**src/rtl/pic8_pkg.sv**
```systemverilog
package pic8_pkg;
    typedef enum logic [1:0] {
        ST_WAIT_W1,
        ST_WAIT_W2,
        ST_WAIT_W4,
        ST_RUN
    } pic_state_e;

    localparam logic [2:0] CMD_NS_EOI   = 3'b001;
    localparam logic [2:0] CMD_SP_EOI   = 3'b011;
    localparam logic [2:0] CMD_ROT_NS   = 3'b101;
    localparam logic [2:0] CMD_ROT_SP   = 3'b111;
    localparam logic [2:0] CMD_SET_LOW  = 3'b110;
    localparam logic [2:0] CMD_AROT_ON  = 3'b100;
    localparam logic [2:0] CMD_AROT_OFF = 3'b000;
endpackage

```
**src/rtl/pic_req_latch.sv**
```systemverilog
module pic_req_latch #(
    parameter int N = 8
) (
    input  logic         clk,
    input  logic         rst_n,
    input  logic         clr,
    input  logic         level_mode,
    input  logic [N-1:0] irq_in,
    input  logic [N-1:0] ack_clr,
    output logic [N-1:0] irr
);
    logic [N-1:0] prev_q;

    always_ff @(posedge clk or negedge rst_n) begin
        if (!rst_n) begin
            prev_q <= '0;
            irr    <= '0;
        end else begin
            prev_q <= irq_in;
            if (clr)
                irr <= '0;
            else if (level_mode)
                irr <= irq_in;
            else
                irr <= (irr | (irq_in & ~prev_q)) & ~ack_clr;
        end
    end

    // a newly latched edge request needs the input high at the latching edge
    AST_EDGE_NEEDS_HIGH: assert property (@(posedge clk) disable iff (!rst_n)
        !level_mode |-> ((irr & ~$past(irr) & ~$past(irq_in)) == '0));
endmodule

```
**src/rtl/pic_rank_pick.sv**
```systemverilog
module pic_rank_pick #(
    parameter int N  = 8,
    parameter int IW = $clog2(N)
) (
    input  logic [N-1:0]  bits,
    input  logic [IW-1:0] lowest,
    output logic          hit,
    output logic [IW-1:0] win_id,
    output logic [IW-1:0] win_rank
);
    logic [IW-1:0] idx;

    // rank k belongs to input (lowest + 1 + k) mod N; rank 0 wins
    always_comb begin
        hit      = 1'b0;
        win_id   = '0;
        win_rank = '0;
        idx      = '0;
        for (int k = N - 1; k >= 0; k--) begin
            idx = IW'(lowest + IW'(1) + IW'(k));
            if (bits[idx]) begin
                hit      = 1'b1;
                win_id   = idx;
                win_rank = IW'(k);
            end
        end
    end
endmodule

```
**src/rtl/pic8_ctrl.sv**
```systemverilog
module pic8_ctrl
    import pic8_pkg::*;
#(
    parameter int N_IRQ = 8,
    parameter int DW    = 8
) (
    input  logic          clk,
    input  logic          rst_n,
    input  logic          cs_n,
    input  logic          wr_n,
    input  logic          rd_n,
    input  logic          a0,
    input  logic [DW-1:0] din,
    output logic [DW-1:0] dout,
    input  logic [N_IRQ-1:0] irq_in,
    output logic          int_o,
    input  logic          inta,
    output logic [DW-1:0] vec_o,
    output logic          vec_vld_o
);
    localparam int IDW = $clog2(N_IRQ);
    localparam logic [IDW-1:0] LOW_RESET = IDW'(N_IRQ - 1);

    pic_state_e st_q, st_d;

    logic [DW-1:0]    base_q;
    logic [N_IRQ-1:0] imr_q, isr_q, irr;
    logic [IDW-1:0]   low_q;
    logic             aeoi_q, arot_q, level_q, w4_q, rd_isr_q;
    logic [DW-1:0]    vec_q;
    logic             vec_vld_q;

    logic wr_ev, is_w1, in_run, ocw2, ocw3, ack_ok, grant;
    logic [2:0]       cmd;
    logic [IDW-1:0]   lvl;
    logic [N_IRQ-1:0] ack_clr, isr_set, isr_clr;

    logic             req_hit, isr_hit, int_cond;
    logic [IDW-1:0]   req_id, req_rank, isr_id, isr_rank;

    assign wr_ev  = !cs_n && !wr_n;
    assign is_w1  = wr_ev && !a0 && din[4];
    assign in_run = (st_q == ST_RUN);
    assign ocw2   = in_run && wr_ev && !a0 && !din[4] && !din[3];
    assign ocw3   = in_run && wr_ev && !a0 && !din[4] && din[3];
    assign cmd    = din[7:5];
    assign lvl    = din[IDW-1:0];
    assign ack_ok = in_run && inta;

    pic_req_latch #(.N(N_IRQ)) u_req (
        .clk(clk), .rst_n(rst_n), .clr(is_w1), .level_mode(level_q),
        .irq_in(irq_in), .ack_clr(ack_clr), .irr(irr)
    );

    pic_rank_pick #(.N(N_IRQ)) u_req_pick (
        .bits(irr & ~imr_q), .lowest(low_q),
        .hit(req_hit), .win_id(req_id), .win_rank(req_rank)
    );

    pic_rank_pick #(.N(N_IRQ)) u_isr_pick (
        .bits(isr_q), .lowest(low_q),
        .hit(isr_hit), .win_id(isr_id), .win_rank(isr_rank)
    );

    assign int_cond = req_hit && (!isr_hit || (req_rank < isr_rank));
    assign grant    = ack_ok && int_cond;
    assign ack_clr  = grant ? (N_IRQ'(1) << req_id) : '0;
    assign isr_set  = aeoi_q ? '0 : ack_clr;

    always_comb begin
        isr_clr = '0;
        if (ocw2) begin
            unique case (cmd)
                CMD_NS_EOI, CMD_ROT_NS: if (isr_hit) isr_clr = N_IRQ'(1) << isr_id;
                CMD_SP_EOI, CMD_ROT_SP: isr_clr = N_IRQ'(1) << lvl;
                default:                isr_clr = '0;
            endcase
        end
    end

    // setup sequencer: next state
    always_comb begin
        st_d = st_q;
        unique case (st_q)
            ST_WAIT_W1: if (is_w1) st_d = ST_WAIT_W2;
            ST_WAIT_W2: if (is_w1) st_d = ST_WAIT_W2;
                        else if (wr_ev && a0) st_d = w4_q ? ST_WAIT_W4 : ST_RUN;
            ST_WAIT_W4: if (is_w1) st_d = ST_WAIT_W2;
                        else if (wr_ev && a0) st_d = ST_RUN;
            ST_RUN:     if (is_w1) st_d = ST_WAIT_W2;
            default:    st_d = ST_WAIT_W1;
        endcase
    end

    always_ff @(posedge clk or negedge rst_n) begin
        if (!rst_n) st_q <= ST_WAIT_W1;
        else        st_q <= st_d;
    end

    // register file and service state
    always_ff @(posedge clk or negedge rst_n) begin
        if (!rst_n) begin
            base_q    <= '0;
            imr_q     <= '0;
            isr_q     <= '0;
            low_q     <= LOW_RESET;
            aeoi_q    <= 1'b0;
            arot_q    <= 1'b0;
            level_q   <= 1'b0;
            w4_q      <= 1'b0;
            rd_isr_q  <= 1'b0;
            vec_q     <= '0;
            vec_vld_q <= 1'b0;
        end else if (is_w1) begin
            imr_q     <= '0;
            isr_q     <= '0;
            low_q     <= LOW_RESET;
            aeoi_q    <= 1'b0;
            arot_q    <= 1'b0;
            level_q   <= din[3];
            w4_q      <= din[0];
            rd_isr_q  <= 1'b0;
            vec_vld_q <= 1'b0;
        end else begin
            if (st_q == ST_WAIT_W2 && wr_ev && a0) base_q <= din;
            if (st_q == ST_WAIT_W4 && wr_ev && a0) aeoi_q <= din[1];
            if (in_run && wr_ev && a0)             imr_q  <= din;
            if (ocw3 && din[1])                    rd_isr_q <= din[0];
            isr_q <= (isr_q & ~isr_clr) | isr_set;
            if (grant && aeoi_q && arot_q) low_q <= req_id;
            if (ocw2) begin
                unique case (cmd)
                    CMD_ROT_NS:  if (isr_hit) low_q <= isr_id;
                    CMD_ROT_SP,
                    CMD_SET_LOW: low_q  <= lvl;
                    CMD_AROT_ON: arot_q <= 1'b1;
                    CMD_AROT_OFF: arot_q <= 1'b0;
                    default: ;
                endcase
            end
            vec_vld_q <= ack_ok;
            if (ack_ok)
                vec_q <= {base_q[DW-1:IDW], grant ? req_id : IDW'(N_IRQ - 1)};
        end
    end

    // outputs
    always_comb begin
        int_o     = in_run && int_cond;
        vec_o     = vec_q;
        vec_vld_o = vec_vld_q;
        dout      = '0;
        if (!cs_n && !rd_n)
            dout = a0 ? imr_q : (rd_isr_q ? isr_q : irr);
    end

    AST_INT_NEEDS_UNMASKED: assert property (@(posedge clk) disable iff (!rst_n)
        int_o |-> ((irr & ~imr_q) != '0));
    AST_ISR_ONE_NEW: assert property (@(posedge clk) disable iff (!rst_n)
        $countones(isr_q & ~$past(isr_q)) <= 1);
    AST_ISR_FROM_ACK: assert property (@(posedge clk) disable iff (!rst_n)
        ((isr_q & ~$past(isr_q)) != '0) |-> $past(inta));
    AST_VEC_AFTER_ACK: assert property (@(posedge clk) disable iff (!rst_n)
        vec_vld_o |-> $past(inta));
    AST_VEC_BASE: assert property (@(posedge clk) disable iff (!rst_n)
        vec_vld_o |-> (vec_o[DW-1:IDW] == base_q[DW-1:IDW]));
endmodule

```
**config.mk**
```make
export PLATFORM = sky130hd
export DESIGN_NAME = pic8_ctrl
export DESIGN_NICKNAME = d
export VERILOG_FILES = /design/src/rtl/pic8_pkg.sv /design/src/rtl/pic_req_latch.sv /design/src/rtl/pic_rank_pick.sv /design/src/rtl/pic8_ctrl.sv
export SDC_FILE = /design/constraint.sdc
export NUM_CORES = 1
export LEC_CHECK = 0
export ABC_AREA = 1
export BUFFER_PORTS_ARGS = -buffer_cell sky130_fd_sc_hd__clkbuf_2
export CAP_MARGIN = 5
export CORE_MARGIN = 5
export CORE_UTILIZATION = 55
export DETAILED_ROUTE_END_ITERATION = 7
export HOLD_SLACK_MARGIN = 0.08
export PLACE_DENSITY = 0.84
export SETUP_SLACK_MARGIN = 0.1
export SYNTH_ARGS = -nofsm -noshare
export SYNTH_HDL_FRONTEND = slang
export SYNTH_HIERARCHICAL = 1
export SYNTH_SLANG_ARGS = --single-unit
```
**constraint.sdc**
```tcl
create_clock -name clk -period 3.7 [get_ports clk]
set_input_delay 0.555 -clock clk [delete_from_list [all_inputs] [get_ports clk]]
set_output_delay 0.555 -clock clk [all_outputs]
set_load 0.05 [all_outputs]
```
# [After elaboration in Yosys (flattened, before gate mapping)]
# Index checks and enable logic that the tools add are counted.
[op_classes] addsub=8 mul=0 n_div=0 magnitude_cmp=9 n_eq_ne=12 shift=3 n_mux=114 n_bitwise=11 reduce_logical=45
[ops] cell="3-bit two-way mux" count=37
[ops] cell="8-bit two-way mux" count=12
[ops] cell="1-bit binary-select mux with 3-bit select" count=16
[ops] cell="1-bit two-way mux" count=40
[ops] cell="8-bit AND" count=4
[ops] cell="3-bit by 4-bit less-than comparator with 1-bit output, second input constant" count=8
[ops] cell="8-bit NOT" count=4
[ops] cell="1-bit by 3-bit left shift with 8-bit output, first input constant" count=3
[ops] cell="1-bit logical AND" count=22
[ops] cell="8-bit bitwise OR" count=2
[ops] cell="8-bit case mux with 2 select lines" count=1
[ops] cell="3-bit adder, second input constant" count=4
[ops] cell="3-bit == test, second input constant" count=4
[ops] cell="2-bit two-way mux" count=5
[ops] cell="2-bit nonzero test" count=4
[ops] cell="2-bit OR reduction" count=4
[ops] cell="1-bit logical NOT" count=7
[ops] cell="3-bit by 1-bit adder with 3-bit output, second input constant" count=2
[ops] cell="3-bit by 2-bit adder with 3-bit output, second input constant" count=2
[ops] cell="3-bit inequality test, second input constant" count=2
[ops] cell="2-bit case mux with 3 select lines" count=1
[ops] cell="3-bit case mux with 2 select lines" count=1
[ops] cell="2-bit AND reduction" count=3
[ops] cell="2-bit == test, second input constant" count=2
[ops] cell="other kinds (12)" count=12
[totals] ff_bits=59 latch_bits=0 mem_bits_rw=0 rom_bits=0 input_bits=23 output_inout_bits=18 n_memories=0

# [Logic depth before layout (Yosys ltp)]
[depth] ltp_word=23 mapped_depth=29

# [By module]
# The synthesis kept the hierarchy.
[by_module_without_submodules] mod="pic8_ctrl" instances=1 cells_each=355 area_each_um2=2492.4
[by_module_without_submodules] mod="pic_rank_pick" instances=2 cells_each=195 area_each_um2=879.6
[by_module_without_submodules] mod="pic_req_latch" instances=1 cells_each=83 area_each_um2=696.9

# [Worst setup path before layout]
# No wires, ideal clock.
[synth_path] kind="flip-flop to output port" startpoint="reg low_q[0]" endpoint="out int_o" arrival_time_ns=3.213 slack_ns=-0.068 path_stages_with_launch=24 n_path_buf=3 path_cell_list="dfstp_2 -> buf_6 -> inv_6 -> buf_8 -> ha_1 -> buf_2 -> nand2_1 -> nand2_2 -> nand2_1 -> nand2_1 -> nor2_1 -> nor2_2 -> inv_2 -> nor2_2 -> nand2_1 -> nor2_1 -> inv_1 -> ha_1 -> nand2_1 -> inv_1 -> nand2_2 -> nand2_2 -> nand2_1 -> and3_1"
[synth_via] elab_chain_cells=16 word_cells_on_any_way=77 classes_between="add/sub: 8; order compare: 1; mux: 64; reduce/logical: 4"
[synth_rtl] item="start: declaration" line="pic8_ctrl.sv:28" source="logic [IDW-1:0] low_q;"
[synth_rtl] item="start signal: assignment" line="pic8_ctrl.sv:130" source="if (grant && aeoi_q && arot_q) low_q <= req_id;"
[synth_rtl] item="start signal: assignment" line="pic8_ctrl.sv:133" source="CMD_ROT_NS: if (isr_hit) low_q <= isr_id;"
[synth_rtl] item="start signal: assignment" line="pic8_ctrl.sv:135" source="CMD_SET_LOW: low_q <= lvl;"
[synth_rtl] item="3-bit by 1-bit adder with 3-bit output (*)" line="pic_rank_pick.sv:20" source="idx = IW'(lowest + IW'(1) + IW'(k));"
[synth_rtl] item="3-bit adder" line="pic_rank_pick.sv:20"
[synth_rtl] item="1-bit binary-select mux with 3-bit select" line="pic_rank_pick.sv:21" source="if (bits[idx]) begin"
[synth_rtl] item="1-bit two-way mux (implied by the code)" line="pic_rank_pick.sv:21"
[synth_rtl] item="3-bit two-way mux (7 in series)" line="pic_rank_pick.sv:21"
[synth_rtl] item="3-bit two-way mux (*)" line="pic_rank_pick.sv:21"
[synth_rtl] item="via isr_rank[2]" line="pic8_ctrl.sv:39" source="logic [IDW-1:0] req_id, req_rank, isr_id, isr_rank;"
[synth_rtl] item="3-bit less-than comparator (*)" line="pic8_ctrl.sv:65" source="assign int_cond = req_hit && (!isr_hit || (req_rank < isr_rank));"
[synth_rtl] item="1-bit logical OR (*)" line="pic8_ctrl.sv:65"
[synth_rtl] item="1-bit logical AND (*)" line="pic8_ctrl.sv:65"
[synth_rtl] item="1-bit logical AND (*)" line="pic8_ctrl.sv:149" source="int_o = in_run && int_cond;"
[synth_rtl] item="end: declaration" line="pic8_ctrl.sv:16" source="output logic int_o,"
# Mark *: on every way through the listed nets, which the timed path passes. The rest lies on a longest branch. The select of a mux whose other input is x is not followed.

# [Worst setup path after layout]
[layout_path] startpoint="reg low_q[0]" endpoint="out int_o"
[layout_via] elab_chain_cells=16 word_cells_on_any_way=77 classes_between="add/sub: 8; order compare: 1; mux: 64; reduce/logical: 4"
[layout_rtl] item="3-bit by 1-bit adder with 3-bit output (*)" line="pic_rank_pick.sv:20"
[layout_rtl] item="3-bit adder" line="pic_rank_pick.sv:20"
[layout_rtl] item="1-bit binary-select mux with 3-bit select" line="pic_rank_pick.sv:21"
[layout_rtl] item="1-bit two-way mux (implied by the code)" line="pic_rank_pick.sv:21"
[layout_rtl] item="3-bit two-way mux (7 in series)" line="pic_rank_pick.sv:21"
[layout_rtl] item="3-bit two-way mux (*)" line="pic_rank_pick.sv:21"
[layout_rtl] item="via req_rank[1]" line="pic8_ctrl.sv:39"
[layout_rtl] item="3-bit less-than comparator (*)" line="pic8_ctrl.sv:65"
[layout_rtl] item="1-bit logical OR (*)" line="pic8_ctrl.sv:65"
[layout_rtl] item="1-bit logical AND (*)" line="pic8_ctrl.sv:65"
[layout_rtl] item="1-bit logical AND (*)" line="pic8_ctrl.sv:149"
# Marked as above.

==> flow_summary.toml <==
[floorplan]
dieArea_sq_mm = 0.0110
die_width_um = 105
core-area_sq_mm = 0.00876
rows = 34
die_h_um = 105
ioPinCount = 41
initial_core_util = 0.565

[routing]
drcViolationCount = 0
wl_met3_um = 890
met1Wirelength_um = 6210
drtPass1Iterations = 5
ant_nets = 0
drt_wl_total_um = 14800
wl_per_cell_um = 14.4
routed.top_layer = "met4"
vias = 5567
viasPerCell = 5.42
drtIter0Drc = 536
met2_length_um = 7290

[worst_setup_path]
critPathSlowestCell = "dfstp_2"
crit_path_max_fanout = 4
ff2ff_path_depth = 27
path_cells = "buf_6, buf_8, ha_2, nand2_1, nand2_1, nand2_1, nand2_1, nor2_2, nor2_2, inv_2, nor2_4, a21boi_1, ha_1, nand2_2, inv_1, nand2_2, nand2_2, nand2_2, and3_4, buf_12"
path_delay_family = "simple AND/OR/NAND/NOR gates"
end_kind = "output port"
rr_startpoint = "low_q[0]$_DFF_PN1_"
slowest_delay_ns = 0.59
rr_endpoint = "u_req/irr[3]$_DFF_PN0_"
crit_arrival_ns = 3.28
worstSetupPathType = "reg2out"
r2r_slack_ns = -0.06
crit_buf_inv = 5
cp.required_ns = 3.14
cp-start-kind = "flip-flop"

[clock_tree]
cts-root-buf = "clkbuf_8"
cts_tree = "yes"
clkTransAtPathRegs_ns = 0.11
clockBufferDepth = 2
cts_made_buffers = 5
worstSkewPairLatency_ns = 0.31
cts_max_level = 2
clock-sinks = 56

[grt]
grt_start_max_net_pins = 35
grt_pass1_vias = 4832
grtUsageTotal = 0.243
grt-ovfl-total = 0
antenna_found_initial = 0
grt_pass1_wl_um = 22600

[synthesis]
yosys.area.top_type_share = 0.273
synth_compound_area_frac = 0.110
synthFlopType = "dfrtp_1"
synth-seq-cells = 56
synthXorXnorAreaFrac = 0
yosysUniqueCellTypes = 39
synthTopCellsByArea = "nand2_1, dfrtp_1, inv_1, nand2_2, a21oi_1"
synth.yosys.seq_area_share = 0.284
ys_async_sr_fraction = 1.00
synth_area_sq_mm = 0.00495
synth_fp_nets = 861
synth_edf_count = 0
syn_area_per_cell_sq_um = 5.98
synthAdderAreaFrac = 0.0253
netlist_instances = 828
yosysTopAreaCell = "nand2_1"
muxShareOfSynthArea = 0.00202
synth_top_family_by_area = "simple AND/OR/NAND/NOR gates"
yosys.area_share.simple = 0.447
yosysWarnings = 6

[placement]
postPlaceCellArea_sq_mm = 0.00524
port_buffers = 40
gp_congestion = 1.00
dpl.cell_count = 969
dpl.hpwl_um = 10000

[sta]
slew_violations = 0
worst_pin_slew_ns = 0.861
max_freq_ghz = 0.261
tns_ns = -0.397
worst_slack_ns = -0.138
hold_ws_ns = 0.330
post-route-period-util = 1.04
clock_skew_ns = 0.0101
timing.slew.headroom = 0.426
grt_setup_unrepaired = "yes"
post-route-min-period_ns = 3.84
hold_viol = 0
finalSetupViolCount = 10

[cells_and_area]
finalInstanceArea_sq_mm = 0.00614
nets = 951
syn_to_final_growth_pct = 24.0
layout_common_cells = "nand2_1, inv_1, nand2_2, buf_4, dfrtp_1"
finalNonFillerCells = 1027
drive_gt1_frac = 0.287
diodes = 0
final_common_cell = "nand2_1"

[worst_hold_path]
hp-class = "in2async"

[run]
maxCapViolCount = 0

[status]
violations = "setup timing"
status = "finished, violations left"
[per-stage QoR]
| step | utilization | worst slack (ns) |
|---|---|---|
| final | 0.700 | -0.138 |
| after floorplan | - | 0.104 |
| after detailed placement | 0.598 | 0.0414 |
| after global routing | 0.700 | -0.304 |
| after CTS | 0.656 | -0.0192 |
| after global placement | 0.598 | 0.0965 |
[what timing repair did]
item / 4_1_cts / 5_1_grt
gates resized for setup: 54 / 61
endpoints found under the hold margin: 0 / 0
pin swaps: 27 / 42
setup buffers: 29 / 23
hold buffers: 0 / 0
endpoints found under the setup margin: 12 / 20
[registers in the layout (all words and copies together) (netlist names)]
name / flops
w4_q: 1
isr_q: 8
vec_vld_o: 1
aeoi_q: 1
rd_isr_q: 1
low_q: 3
imr_q: 8
arot_q: 1
u_req/prev_q: 8
vec_o: 8
u_req/irr: 8
level_q: 1
st_q: 2
base_q: 5
[kinds of logic after synthesis]
kind of cell	Yosys count
compound gates	97
flops	56
buf+inv	146
fa+ha+maj	10
mux	1
simple gates	518
[Yosys cell counts (3+ instances only)]
| library cell | count |
|---|---|
| a21oi_1 | 40 |
| a31oi_1 | 3 |
| buf_2 | 6 |
| buf_6 | 6 |
| buf_8 | 3 |
| clkbuf_1 | 3 |
| dfrtp_1 | 53 |
| dfstp_2 | 3 |
| ha_1 | 10 |
| inv_1 | 111 |
| inv_2 | 12 |
| nand2_1 | 360 |
| nand2_2 | 34 |
| nand3_1 | 39 |
| nand4_1 | 5 |
| nor2_1 | 47 |
| nor2_2 | 17 |
| nor2_4 | 4 |
| nor3_1 | 3 |
| o21ai_0 | 26 |
| o21bai_1 | 3 |
| o22ai_1 | 15 |
[layout make-up]
| cell class | count | area (sq um) |
|---|---|---|
| repair buffers | 104 | 748 |
| clock inverters | 3 | 26.3 |
| fillers | 699 | 2630 |
| clock buffers | 5 | 68.8 |
| well taps | 108 | 135 |
| flip-flops and latches | 56 | 1410 |
| multi-input cells | 626 | 3260 |
| inverters | 125 | 492 |
[worst max-delay path by stage]
stage | depth (start not counted) | start | slack [ns] | to
after floorplan | 23 | low_q[0]$_DFF_PN1_ | 0.10 | int_o
after global placement | 21 | low_q[0]$_DFF_PN1_ | 0.1 | int_o
after detailed placement | 21 | low_q[0]$_DFF_PN1_ | 0.04 | int_o
after CTS | 22 | low_q[0]$_DFF_PN1_ | -0.02 | int_o
after global routing | 19 | low_q[0]$_DFF_PN1_ | -0.30 | int_o
final | 20 | low_q[0]$_DFF_PN1_ | -0.14 | int_o
[per-layer routing]
| layer | vias to the layer above | global-route usage |
|---|---|---|
| li1 | 2725 | - |
| met1 | 2559 | 0.334 |
| met2 | 236 | 0.407 |
| met3 | 47 | 0.0302 |
| met4 | 0 | 0.0639 |
| met5 | - | 0 |
Power is not shown: default switching activity piles up to over one toggle a cycle in this logic, so the estimate is an artifact.
